--- src/rtl/ivr_pkg.sv ---
package ivr_pkg;
  localparam int REC_BYTES = 16;
  localparam int WORD_W    = 32;
  localparam int REC_WORDS = 4;
  localparam int ADDR_W    = 40;
  localparam int MIN_L2W   = 3;

  localparam logic [2:0] RA_CTRL = 3'd0;
  localparam logic [2:0] RA_BASE = 3'd1;
  localparam logic [2:0] RA_RPTR = 3'd2;
  localparam logic [2:0] RA_WPTR = 3'd3;
  localparam logic [2:0] RA_WBLO = 3'd4;
  localparam logic [2:0] RA_WBHI = 3'd5;

  typedef enum logic [1:0] {ST_IDLE, ST_REC, ST_WB} eng_st_e;
endpackage

--- src/rtl/ivr_regs.sv ---
module ivr_regs
  import ivr_pkg::*;
#(
  parameter int MAX_L2W = 14,
  localparam int PTR_W = MAX_L2W + 2
) (
  input  logic              clk,
  input  logic              rst,
  input  logic              reg_we,
  input  logic [2:0]        reg_addr,
  input  logic [31:0]       reg_wdata,
  output logic [31:0]       reg_rdata,
  input  logic [PTR_W-1:0]  wptr,
  input  logic              ovf,
  output logic              ring_en,
  output logic              irq_en,
  output logic              wb_en,
  output logic              rearm,
  output logic              ovf_clr,
  output logic [PTR_W-1:0]  ring_mask,
  output logic [ADDR_W-1:0] base_addr,
  output logic [ADDR_W-1:0] wb_addr,
  output logic [PTR_W-1:0]  rptr,
  output logic              rptr_upd
);
  logic [4:0]  size_q;
  logic [4:0]  eff_l2w;
  logic [31:0] base_q, wblo_q;
  logic [7:0]  wbhi_q;
  logic [31:0] wptr_word;

  // Clamp the size field, then build the byte mask of the ring.
  always_comb begin
    if (size_q < 5'(MIN_L2W))      eff_l2w = 5'(MIN_L2W);
    else if (size_q > 5'(MAX_L2W)) eff_l2w = 5'(MAX_L2W);
    else                           eff_l2w = size_q;
    for (int i = 0; i < PTR_W; i++) ring_mask[i] = (i < int'(eff_l2w) + 2);
  end

  assign base_addr = {base_q, 8'h00};
  assign wb_addr   = {wbhi_q, wblo_q};

  always_comb begin
    wptr_word     = 32'(wptr);
    wptr_word[31] = ovf;
  end

  always_ff @(posedge clk) begin
    if (rst) begin
      ring_en <= 1'b0; irq_en <= 1'b0; wb_en <= 1'b0; rearm <= 1'b0;
      ovf_clr <= 1'b0; size_q <= '0; base_q <= '0; wblo_q <= '0;
      wbhi_q <= '0; rptr <= '0; rptr_upd <= 1'b0; reg_rdata <= '0;
    end else begin
      ovf_clr  <= 1'b0;
      rptr_upd <= 1'b0;
      if (!ring_en) rptr <= '0;
      if (reg_we) begin
        case (reg_addr)
          RA_CTRL: begin
            ring_en <= reg_wdata[0];
            irq_en  <= reg_wdata[1];
            wb_en   <= reg_wdata[2];
            rearm   <= reg_wdata[3];
            ovf_clr <= reg_wdata[4];
            size_q  <= reg_wdata[12:8];
          end
          RA_BASE: base_q <= reg_wdata;
          RA_RPTR: if (ring_en) begin
            rptr     <= reg_wdata[PTR_W-1:0] & ring_mask;
            rptr_upd <= 1'b1;
          end
          RA_WBLO: wblo_q <= reg_wdata;
          RA_WBHI: wbhi_q <= reg_wdata[7:0];
          default: ;
        endcase
      end
      case (reg_addr)
        RA_CTRL: reg_rdata <= {19'h0, size_q, 4'h0, rearm, wb_en, irq_en, ring_en};
        RA_BASE: reg_rdata <= base_q;
        RA_RPTR: reg_rdata <= 32'(rptr);
        RA_WPTR: reg_rdata <= wptr_word;
        RA_WBLO: reg_rdata <= wblo_q;
        RA_WBHI: reg_rdata <= {24'h0, wbhi_q};
        default: reg_rdata <= '0;
      endcase
    end
  end

  AST_RPTR_ZERO_OFF: assert property (@(posedge clk) disable iff (rst)
    !ring_en |=> rptr == '0);
endmodule

--- src/rtl/ivr_engine.sv ---
module ivr_engine
  import ivr_pkg::*;
#(
  parameter int PTR_W = 16,
  localparam int VEC_W = WORD_W * REC_WORDS
) (
  input  logic              clk,
  input  logic              rst,
  input  logic              ring_en,
  input  logic              irq_en,
  input  logic              wb_en,
  input  logic              ovf_clr,
  input  logic [PTR_W-1:0]  ring_mask,
  input  logic [PTR_W-1:0]  rptr,
  input  logic [ADDR_W-1:0] base_addr,
  input  logic [ADDR_W-1:0] wb_addr,
  input  logic              src_valid,
  output logic              src_ready,
  input  logic [VEC_W-1:0]  src_vec,
  output logic              mem_req,
  output logic              mem_wide,
  output logic [ADDR_W-1:0] mem_addr,
  output logic [VEC_W-1:0]  mem_wdata,
  input  logic              mem_ack,
  output logic [PTR_W-1:0]  wptr,
  output logic              ovf,
  output logic              wptr_adv
);
  eng_st_e          st;
  logic             pend_ovf;
  logic [PTR_W-1:0] next_wptr;
  logic [31:0]      wb_word;

  assign next_wptr = (wptr + PTR_W'(REC_BYTES)) & ring_mask;
  assign src_ready = (st == ST_IDLE) && ring_en && irq_en;
  assign wptr_adv  = (st == ST_REC) && mem_ack && ring_en;

  always_comb begin
    wb_word     = 32'(next_wptr);
    wb_word[31] = ovf | pend_ovf;
  end

  always_ff @(posedge clk) begin
    if (rst) begin
      st <= ST_IDLE; mem_req <= 1'b0; mem_wide <= 1'b0; mem_addr <= '0;
      mem_wdata <= '0; wptr <= '0; ovf <= 1'b0; pend_ovf <= 1'b0;
    end else begin
      if (!ring_en) begin
        wptr <= '0;
        ovf  <= 1'b0;
      end else begin
        if (wptr_adv) wptr <= next_wptr;
        if (wptr_adv && pend_ovf) ovf <= 1'b1;
        else if (ovf_clr)         ovf <= 1'b0;
      end
      case (st)
        ST_IDLE: if (src_valid && src_ready) begin
          mem_req   <= 1'b1;
          mem_wide  <= 1'b1;
          mem_addr  <= base_addr + ADDR_W'(wptr);
          mem_wdata <= src_vec;
          pend_ovf  <= (next_wptr == rptr);
          st        <= ST_REC;
        end
        ST_REC: if (mem_ack) begin
          if (wb_en) begin
            mem_wide  <= 1'b0;
            mem_addr  <= wb_addr;
            mem_wdata <= VEC_W'(wb_word);
            st        <= ST_WB;
          end else begin
            mem_req <= 1'b0;
            st      <= ST_IDLE;
          end
        end
        ST_WB: if (mem_ack) begin
          mem_req <= 1'b0;
          st      <= ST_IDLE;
        end
        default: st <= ST_IDLE;
      endcase
    end
  end

  AST_REQ_HOLD: assert property (@(posedge clk) disable iff (rst)
    mem_req && !mem_ack |=> mem_req && $stable(mem_addr) && $stable(mem_wdata));
  AST_READY_QUIET: assert property (@(posedge clk) disable iff (rst)
    src_ready |-> !mem_req);
  AST_WPTR_ON_ACK: assert property (@(posedge clk) disable iff (rst)
    ring_en && $past(ring_en) && (wptr != $past(wptr)) |-> $past(mem_req && mem_ack && mem_wide));
  AST_OVF_STICKY: assert property (@(posedge clk) disable iff (rst)
    ovf && !ovf_clr && ring_en |=> ovf);
endmodule

--- src/rtl/ivr_irq.sv ---
module ivr_irq #(
  parameter int PTR_W = 16
) (
  input  logic             clk,
  input  logic             rst,
  input  logic             ring_en,
  input  logic             irq_en,
  input  logic             rearm,
  input  logic             wptr_adv,
  input  logic             rptr_upd,
  input  logic [PTR_W-1:0] rptr,
  input  logic [PTR_W-1:0] wptr,
  output logic             irq
);
  always_ff @(posedge clk) begin
    if (rst)                       irq <= 1'b0;
    else if (!(ring_en && irq_en)) irq <= 1'b0;
    else if (wptr_adv)             irq <= 1'b1;
    else if (rptr_upd)             irq <= rearm && (rptr != wptr);
  end

  AST_IRQ_NEEDS_EN: assert property (@(posedge clk) disable iff (rst)
    irq |-> $past(ring_en && irq_en));
  AST_IRQ_RISE_CAUSE: assert property (@(posedge clk) disable iff (rst)
    $rose(irq) |-> $past(wptr_adv || rptr_upd));
endmodule

--- src/rtl/ivr_ring_writer.sv ---
module ivr_ring_writer
  import ivr_pkg::*;
#(
  parameter int MAX_L2W = 14,
  localparam int PTR_W = MAX_L2W + 2,
  localparam int VEC_W = WORD_W * REC_WORDS
) (
  input  logic              clk,
  input  logic              rst,
  input  logic              reg_we,
  input  logic [2:0]        reg_addr,
  input  logic [31:0]       reg_wdata,
  output logic [31:0]       reg_rdata,
  input  logic              src_valid,
  output logic              src_ready,
  input  logic [VEC_W-1:0]  src_vec,
  output logic              mem_req,
  output logic              mem_wide,
  output logic [ADDR_W-1:0] mem_addr,
  output logic [VEC_W-1:0]  mem_wdata,
  input  logic              mem_ack,
  output logic              irq
);
  logic              ring_en, irq_en, wb_en, rearm, ovf_clr, rptr_upd;
  logic              ovf, wptr_adv;
  logic [PTR_W-1:0]  ring_mask, rptr, wptr;
  logic [ADDR_W-1:0] base_addr, wb_addr;

  ivr_regs #(.MAX_L2W(MAX_L2W)) u_regs (
    .clk(clk), .rst(rst), .reg_we(reg_we), .reg_addr(reg_addr),
    .reg_wdata(reg_wdata), .reg_rdata(reg_rdata), .wptr(wptr), .ovf(ovf),
    .ring_en(ring_en), .irq_en(irq_en), .wb_en(wb_en), .rearm(rearm),
    .ovf_clr(ovf_clr), .ring_mask(ring_mask), .base_addr(base_addr),
    .wb_addr(wb_addr), .rptr(rptr), .rptr_upd(rptr_upd)
  );

  ivr_engine #(.PTR_W(PTR_W)) u_engine (
    .clk(clk), .rst(rst), .ring_en(ring_en), .irq_en(irq_en), .wb_en(wb_en),
    .ovf_clr(ovf_clr), .ring_mask(ring_mask), .rptr(rptr),
    .base_addr(base_addr), .wb_addr(wb_addr), .src_valid(src_valid),
    .src_ready(src_ready), .src_vec(src_vec), .mem_req(mem_req),
    .mem_wide(mem_wide), .mem_addr(mem_addr), .mem_wdata(mem_wdata),
    .mem_ack(mem_ack), .wptr(wptr), .ovf(ovf), .wptr_adv(wptr_adv)
  );

  ivr_irq #(.PTR_W(PTR_W)) u_irq (
    .clk(clk), .rst(rst), .ring_en(ring_en), .irq_en(irq_en), .rearm(rearm),
    .wptr_adv(wptr_adv), .rptr_upd(rptr_upd), .rptr(rptr), .wptr(wptr),
    .irq(irq)
  );
endmodule

--- config.mk ---
export PLATFORM = sky130hd
export DESIGN_NAME = ivr_ring_writer
export DESIGN_NICKNAME = d
export VERILOG_FILES = /design/src/rtl/ivr_pkg.sv /design/src/rtl/ivr_regs.sv /design/src/rtl/ivr_engine.sv /design/src/rtl/ivr_irq.sv /design/src/rtl/ivr_ring_writer.sv
export SDC_FILE = /design/constraint.sdc
export NUM_CORES = 1
export LEC_CHECK = 0
export ABC_AREA = 1
export ABC_CLOCK_PERIOD_IN_PS = 2500
export BUFFER_PORTS_ARGS = -buffer_cell sky130_fd_sc_hd__buf_2
export CAP_MARGIN = 20
export CORE_MARGIN = 1
export CORE_UTILIZATION = 25
export CTS_BUF_LIST = sky130_fd_sc_hd__clkbuf_4 sky130_fd_sc_hd__clkbuf_8
export CTS_CLUSTER_DIAMETER = 50
export CTS_CLUSTER_SIZE = 25
export DETAILED_ROUTE_END_ITERATION = 6
export GPL_TIMING_DRIVEN = 1
export PLACE_DENSITY_LB_ADDON = 0.25
export SETUP_SLACK_MARGIN = 0.05
export SLEW_MARGIN = 20
export SYNTH_ARGS = -nofsm -noshare
export SYNTH_HDL_FRONTEND = slang
export SYNTH_HIERARCHICAL = 1
export SYNTH_SLANG_ARGS = --single-unit
--- constraint.sdc ---
create_clock -name clk -period 2.5 [get_ports clk]
set_input_delay 0.375 -clock clk [delete_from_list [all_inputs] [get_ports clk]]
set_output_delay 0.375 -clock clk [all_outputs]
set_load 0.005 [all_outputs]
; ---- Yosys cells after proc, flatten, opt, wreduce, memory -nomap -nowiden
; Cells that the tools add are included.
[word_totals]
in_bits = 168
ff_bits = 322
[classes]
n_eq_ne = 14
n_lt_le_gt_ge = 18
n_addsub = 3
reduce_logical = 26
bitwise_logic = 8
mux = 33
[ops]
columns = op, n
row1 = $mux 128, 3
row2 = $lt 5x32->1 const A, 8
row3 = $pmux 128 s2, 1
row4 = $pmux 32 s6, 1
row5 = $lt 4x32->1 const A, 4
row6 = $mux 40, 3
row7 = $pmux 40 s2, 1
row8 = $lt 3x32->1 const A, 2
row9 = $mux 16, 4
row10 = $add 40x16->40, 1
row11 = $and 16x16->16, 2
row12 = $lt 1x32->1 const A, 1
row13 = $lt 2x32->1 const A, 1
row14 = $add 16x5->16 const B, 1
row15 = $eq 16x16->1, 1
row16 = $ne 16x16->1, 1
row17 = $mux 1, 11
row18 = $mux 5, 2
row19 = $ne 2x2->1 const B, 5
row20 = $reduce_and 2->1, 5
row21 = $logic_and 1x1->1, 8
row22 = $mux 2, 4
row23 = $add 5x2->6 const B, 1
row24 = $eq 3x2->1 const B, 2
row25 = 20 further kinds, 29

; ---- Logic depth before layout (Yosys ltp)
[logic_depth]
ltp_word = 9
mapped_depth = 20

; ---- Modules after synthesis
; Netlist, hierarchy kept.
[by_module_without_submodules]
columns = mod, seq_area_each_um2, cells_each, instances, area_per_inst_um2
row1 = ivr_engine, 3803.6, 1432, 1, 9490.4
row2 = ivr_regs, 2622.5, 713, 1, 5233.8
row3 = ivr_irq, 20.0, 99, 1, 394.1

; ---- Least setup slack after synthesis
; No wires, ideal clock.
[synth_path]
path_type = register -> register
startpoint = reg u_regs.size_q[4]
endpoint = reg u_engine.pend_ovf
required_ns = 2.430
t_arrival_ns = 2.195
path_stages_with_launch = 19
setup_slack_ns = 0.234
path_buffers = 0
setup_ns = 0.070
path_cell_list = dfxtp_1 nor2_1 nand3_1 nand2_1 ha_1 inv_1 nand2_1 nand2_1 nor2_2 o21ai_0 nand2_1 nand2_1 nand2_1 nand3_1 nor3_1 nand3_1 nor2_1 nand4_1 a21oi_1
[synth_between]
elab_chain_len = 7
[synth_lines]
columns = item, line
row1 = start: declaration, ivr_regs.sv:26  ; logic [4:0] size_q;
row2 = start signal: assignment, ivr_regs.sv:65  ; size_q <= reg_wdata[12:8];
row3 = $gt 5x4->1, ivr_regs.sv:35  ; else if (size_q > 5'(MAX_L2W)) eff_l2w = 5'(MAX_L2W);
row4 = $mux 5, ivr_regs.sv:35
row5 = $mux 5 *, ivr_regs.sv:34  ; if (size_q < 5'(MIN_L2W)) eff_l2w = 5'(MIN_L2W);
row6 = $add 5x2->6 *, ivr_regs.sv:37  ; for (int i = 0; i < PTR_W; i++) ring_mask[i] = (i < int'(eff_l2w) + 2);
row7 = $lt 4x32->1 *, ivr_regs.sv:37
row8 = named net ring_mask[5], ivr_ring_writer.sv:26  ; logic [PTR_W-1:0] ring_mask, rptr, wptr;
row9 = $and 16x16->16 *, ivr_engine.sv:34  ; assign next_wptr = (wptr + PTR_W'(REC_BYTES)) & ring_mask;
row10 = $eq 16x16->1 *, ivr_engine.sv:62  ; pend_ovf <= (next_wptr == rptr);
row11 = end signal: assignment, ivr_engine.sv:62
row12 = end: declaration, ivr_engine.sv:30  ; logic pend_ovf;
; The timed path passes the listed nets; every way through them passes the cells marked *.
; A chain may end at the register's enable or synchronous reset.

; ---- Worst setup path in the final report
[layout_path]
startpoint = reg u_regs.size_q[4]
endpoint = reg u_engine.pend_ovf
[layout_between]
elab_chain_len = 7
[layout_lines]
columns = item, line
row1 = $gt 5x4->1, ivr_regs.sv:35
row2 = $mux 5, ivr_regs.sv:35
row3 = $mux 5 *, ivr_regs.sv:34
row4 = $add 5x2->6 *, ivr_regs.sv:37
row5 = $lt 1x32->1 *, ivr_regs.sv:37
row6 = named net ring_mask[0], ivr_ring_writer.sv:26
row7 = $and 16x16->16 *, ivr_engine.sv:34
row8 = $eq 16x16->1 *, ivr_engine.sv:62
; Marks and branches as above.

==> flow_summary_export.csv <==
group,metric,value,unit
global_route,grt_start_max_net_pins,113,
pwr,power.total,11310,uW
logic_synthesis,yosysWarningCount,6,
sta,timing.final.hold_violations,0,
sta,setup_total_negative_slack,0,ns
place,place.detailed.hpwl,46200,um
layout,area_delta_synth_final,36.63,%
floorplan,die_x,247.9,um
pwr,power_per_cell_area,547.5,nW/um^2
layout,layout.core_utilization,34.80,%
clocking,clockBufferDepth,3,
critical_path,critical_path.reg2reg.endpoint,"u_engine/pend_ovf$_SDFFE_PP0P_",
logic_synthesis,yosys-top-cells-count,"701 x sky130_fd_sc_hd__nand2_1, 322 x sky130_fd_sc_hd__dfxtp_1, 310 x sky130_fd_sc_hd__a21oi_1",
critical_path,rr_startpoint,"u_regs/size_q[4]$_SDFFE_PP0P_",
logic_synthesis,yosys_most_used_dff,"sky130_fd_sc_hd__dfxtp_1",
global_route,grt-ovfl-total,0,
routing,viasPerCell,4.677,
logic_synthesis,synth.lib_cells_used.distinct,38,
floorplan,core_area,59350,um^2
critical_path,setup.worst_path.class,"flop to flop",
hold_path,holdPathEnd,"u_regs/base_q[15]$_SDFFE_PP0P_",
clocking,cts_made_buffers,44,
outcome,outcome,"finished, final reports clean",
sta,timing.fmax,422.7,MHz
clocking,clk_transition_reported_paths,0.10,ns
logic_synthesis,synth.yosys.seq_area_share,42.64,%
place,port-buffer-count,371,
routing,drt_first_pass_iters,6,
sta,finalSetupViolCount,0,
logic_synthesis,yosys.cell_count.top_type,"sky130_fd_sc_hd__nand2_1",
logic_synthesis,ys_top_cells_by_area,"sky130_fd_sc_hd__dfxtp_1 43%, sky130_fd_sc_hd__nand2_1 17%, sky130_fd_sc_hd__a21oi_1 10%",
clocking,cts_tree,"yes",
logic_synthesis,syn_avg_cell_area,6.737,um^2
clocking,ctsRootBufferMaster,"sky130_fd_sc_hd__clkbuf_8",
hold_path,class_of_the_most_critical_hold_timing_path,"primary input to flop",
floorplan,io_pins,372,
sta,finalCritPeriodShare,94.63,%
logic_synthesis,synth_top_area_share,42.64,%
routing,drtAntennaViolNets,0,
critical_path,worst-r2r-setup-slack,0.13,ns
logic_synthesis,netlist.top_cell.by_area,"sky130_fd_sc_hd__dfxtp_1",
routing,routed_wire_length_per_instance,17.43,um
routing,drt_iter0_markers,1100,
hold_path,hold_depth,3,
critical_path,reg2regPathDepth,18,
critical_path,critical_path_arrival,2.91,ns
floorplan,initial_utilization,25.47,%
pwr,worst_voltage_drop_across_the_vdd_grid,0.3955,mV
pwr,power_leakage,0.009003,uW
logic_synthesis,netlist_instances,2244,
clocking,clkSinkCount,322,
logic_synthesis,ys_ff_latch,322,
sta,slew_headroom,59.26,%
sta,fin_crit,2.366,ns
global_route,first_global_vias,15690,
routing,route.final.wire_length,62340,um
layout,final_cells,3577,
clocking,clock_latency,0.63,ns
floorplan,die_outline_height,247.9,um
logic_synthesis,synth-async-reset-ratio,0,%
critical_path,crit_required,3.05,ns
floorplan,core_rows,89,
critical_path,critical_path.startpoint_type,"flop",
sta,transition_time_at_the_pin_with_the_least_slew_margin,0.6105,ns
hold_path,worst_hold_startpoint,"reg_wdata[15]",
sta,worst_clock_skew,0.02710,ns
place,placed_cells,3350,
global_route,grt_antenna_before_repair,4,
run,number_of_violations_of_the_max_capacitance_limit,0,
logic_synthesis,syn_area,15120,um^2
sta,slew_viol_final,0,
global_route,grt_first_pass_wirelength,90870,um
sta,rsz0062_at_grt,"yes",
layout,nets,2959,
global_route,all_layer_global_routing_usage,19.24,%
floorplan,die_area,61460,um^2
critical_path,endpoint_kind,"flop",
layout,final_layout_size_suffix_gt1_share,20.81,%
critical_path,path_max_fanout,5,
logic_synthesis,synth_enable_flop_cells,0,
routing,num_vias,16730,
routing,drc_errors,0,
clocking,htreeDepth,2,
place,gp_routability_congestion,0.9258,
## repair_timing
action / in CTS / in global routing
hold endpoints to repair: 157 / 0
hold buffers: 141 / 0
resized for setup: 5 / 33
buffers inserted: 0 / 4
pin swaps: 0 / 15
endpoints found under the setup margin: 2 / 6
## layout by cell type, fill, tap and decap left out, types with 3 or more instances in the layout
cell type | netlist | layout
sky130_fd_sc_hd__nand2_1 | 701 | 692
sky130_fd_sc_hd__buf_2 | 53 | 370
sky130_fd_sc_hd__dfxtp_1 | 322 | 318
sky130_fd_sc_hd__a21oi_1 | 310 | 310
sky130_fd_sc_hd__inv_1 | 187 | 186
sky130_fd_sc_hd__nor2_1 | 187 | 183
sky130_fd_sc_hd__dlygate4sd3_1 | 0 | 141
sky130_fd_sc_hd__o21ai_0 | 131 | 128
sky130_fd_sc_hd__nand3_1 | 121 | 118
sky130_fd_sc_hd__buf_4 | 8 | 67
sky130_fd_sc_hd__clkbuf_8 | 0 | 48
sky130_fd_sc_hd__ha_1 | 22 | 20
sky130_fd_sc_hd__nand4_1 | 18 | 18
sky130_fd_sc_hd__nand3b_1 | 15 | 15
sky130_fd_sc_hd__nor3_1 | 16 | 15
sky130_fd_sc_hd__a31oi_1 | 12 | 12
sky130_fd_sc_hd__o22ai_1 | 12 | 12
sky130_fd_sc_hd__o21ai_1 | 10 | 10
sky130_fd_sc_hd__nand2_2 | 2 | 10
sky130_fd_sc_hd__xor2_1 | 10 | 10
sky130_fd_sc_hd__inv_8 | 0 | 9
sky130_fd_sc_hd__inv_6 | 0 | 8
sky130_fd_sc_hd__buf_12 | 0 | 8
sky130_fd_sc_hd__inv_2 | 6 | 8
sky130_fd_sc_hd__a21oi_2 | 9 | 8
sky130_fd_sc_hd__xnor2_1 | 8 | 8
sky130_fd_sc_hd__conb_1 | 1 | 8
sky130_fd_sc_hd__clkinvlp_4 | 0 | 7
sky130_fd_sc_hd__nor2_4 | 0 | 5
sky130_fd_sc_hd__nand3_2 | 1 | 4
sky130_fd_sc_hd__clkinv_8 | 0 | 3
sky130_fd_sc_hd__buf_6 | 3 | 3
sky130_fd_sc_hd__nor3_2 | 2 | 3
sky130_fd_sc_hd__o21a_1 | 3 | 3
sky130_fd_sc_hd__or2_2 | 3 | 3
sky130_fd_sc_hd__o21ai_2 | 0 | 3
sky130_fd_sc_hd__a41oi_1 | 3 | 3
## layer usage
metal	GRT usage, %	wire (um)	part of all wire (%)	up-vias
li1	-	-	-	8315
met1	23.60	26920	43	7706
met2	32.68	28950	46	595
met3	4.022	4300	6.9	110
met4	7.506	2142	3.4	4
met5	0	31	0.050	-
## sequential cells by signal (all words and copies together), names as in the netlist, 5 cells and up
register / flops
u_engine/mem_addr: 40
u_regs/rptr: 16
u_engine/mem_wdata: 128
u_regs/wbhi_q: 8
u_engine/wptr: 16
u_regs/base_q: 32
u_regs/reg_rdata: 32
u_regs/wblo_q: 32
u_regs/size_q: 5
## where the power goes
part | switching, uW | total [uW] | internal [uW] | leakage [uW]
Clock | 2500 | 4690 | 2190 | 0.000498
Combinational | 805 | 1360 | 558 | 0.00590
Sequential | 67.5 | 5260 | 5190 | 0.00260
Total | 3370 | 11300 | 7940 | 0.00900
## worst max-delay path by stage
| stage | start | to | slack [ns] | depth (start not counted) |
|---|---|---|---|---|
| after global placement | u_regs/size_q[4]$_SDFFE_PP0P_ | u_engine/pend_ovf$_SDFFE_PP0P_ | 0.005 | 15 |
| after floorplan | u_regs/size_q[4]$_SDFFE_PP0P_ | u_engine/pend_ovf$_SDFFE_PP0P_ | 0.23 | 18 |
| after detailed placement | u_regs/size_q[4]$_SDFFE_PP0P_ | u_engine/pend_ovf$_SDFFE_PP0P_ | -0.07 | 15 |
| after global routing | u_regs/size_q[4]$_SDFFE_PP0P_ | u_engine/pend_ovf$_SDFFE_PP0P_ | -0.09 | 21 |
| final | u_regs/size_q[4]$_SDFFE_PP0P_ | u_engine/pend_ovf$_SDFFE_PP0P_ | 0.13 | 18 |
| after CTS | u_regs/size_q[4]$_SDFFE_PP0P_ | u_engine/pend_ovf$_SDFFE_PP0P_ | 0.05 | 18 |
## final cells by class
cell class              count  area [um^2]
fillers                  6319        38700
multi-input cells        1616         7521
flip-flops and latches    322         6456
repair buffers            589         3960
well taps                 773        967.2
inverters                 195        732.0
clock buffers              49        668.1
clock inverters            31        346.6
diodes                      2        5.005
## cell families after synthesis
family,count (synthesis),synth area share (%)
xor gates and xnor gates,18,1.043
adders and majority gates,23,1.953
DFF,322,42.64
other,1,0.02480
and+or+nand+nor,1072,28.77
buffers and inverters,313,8.557
AOI/OAI and AO/OA,495,17.02
## metrics by stage
| stage | hold WS, ns | worst slack, ns | cell area, um^2 |
|---|---|---|---|
| global route | 0.01676 | -0.08742 | 20650 |
| CTS | 0.0007125 | 0.05009 | 20510 |
| global placement | 0.4445 | 0.005482 | 18080 |
| finish | 0.05115 | 0.1343 | 20660 |
| detailed placement | 0.4512 | -0.06676 | 18080 |
| floorplan | 0.4354 | 0.2344 | 15140 |
## critical path, stage by stage, from the launching register on
cell and delay, ns:
sky130_fd_sc_hd__dfxtp_4 0.38, sky130_fd_sc_hd__nor2_4 0.10, sky130_fd_sc_hd__nand3_2 0.10, sky130_fd_sc_hd__nand2_2 0.12, sky130_fd_sc_hd__ha_4 0.16, sky130_fd_sc_hd__inv_2 0.04, sky130_fd_sc_hd__nand2_2 0.06, sky130_fd_sc_hd__nand2_2 0.07
sky130_fd_sc_hd__nor2_4 0.18, sky130_fd_sc_hd__nand3_2 0.12, sky130_fd_sc_hd__nand2_1 0.10, sky130_fd_sc_hd__nand2_1 0.05, sky130_fd_sc_hd__nand2_1 0.05, sky130_fd_sc_hd__nand3_1 0.10, sky130_fd_sc_hd__nor3_2 0.23, sky130_fd_sc_hd__nand3_1 0.11
sky130_fd_sc_hd__nor2_1 0.11, sky130_fd_sc_hd__nand4_1 0.08, sky130_fd_sc_hd__a21oi_1 0.15
(Power assumes the default switching activity.)
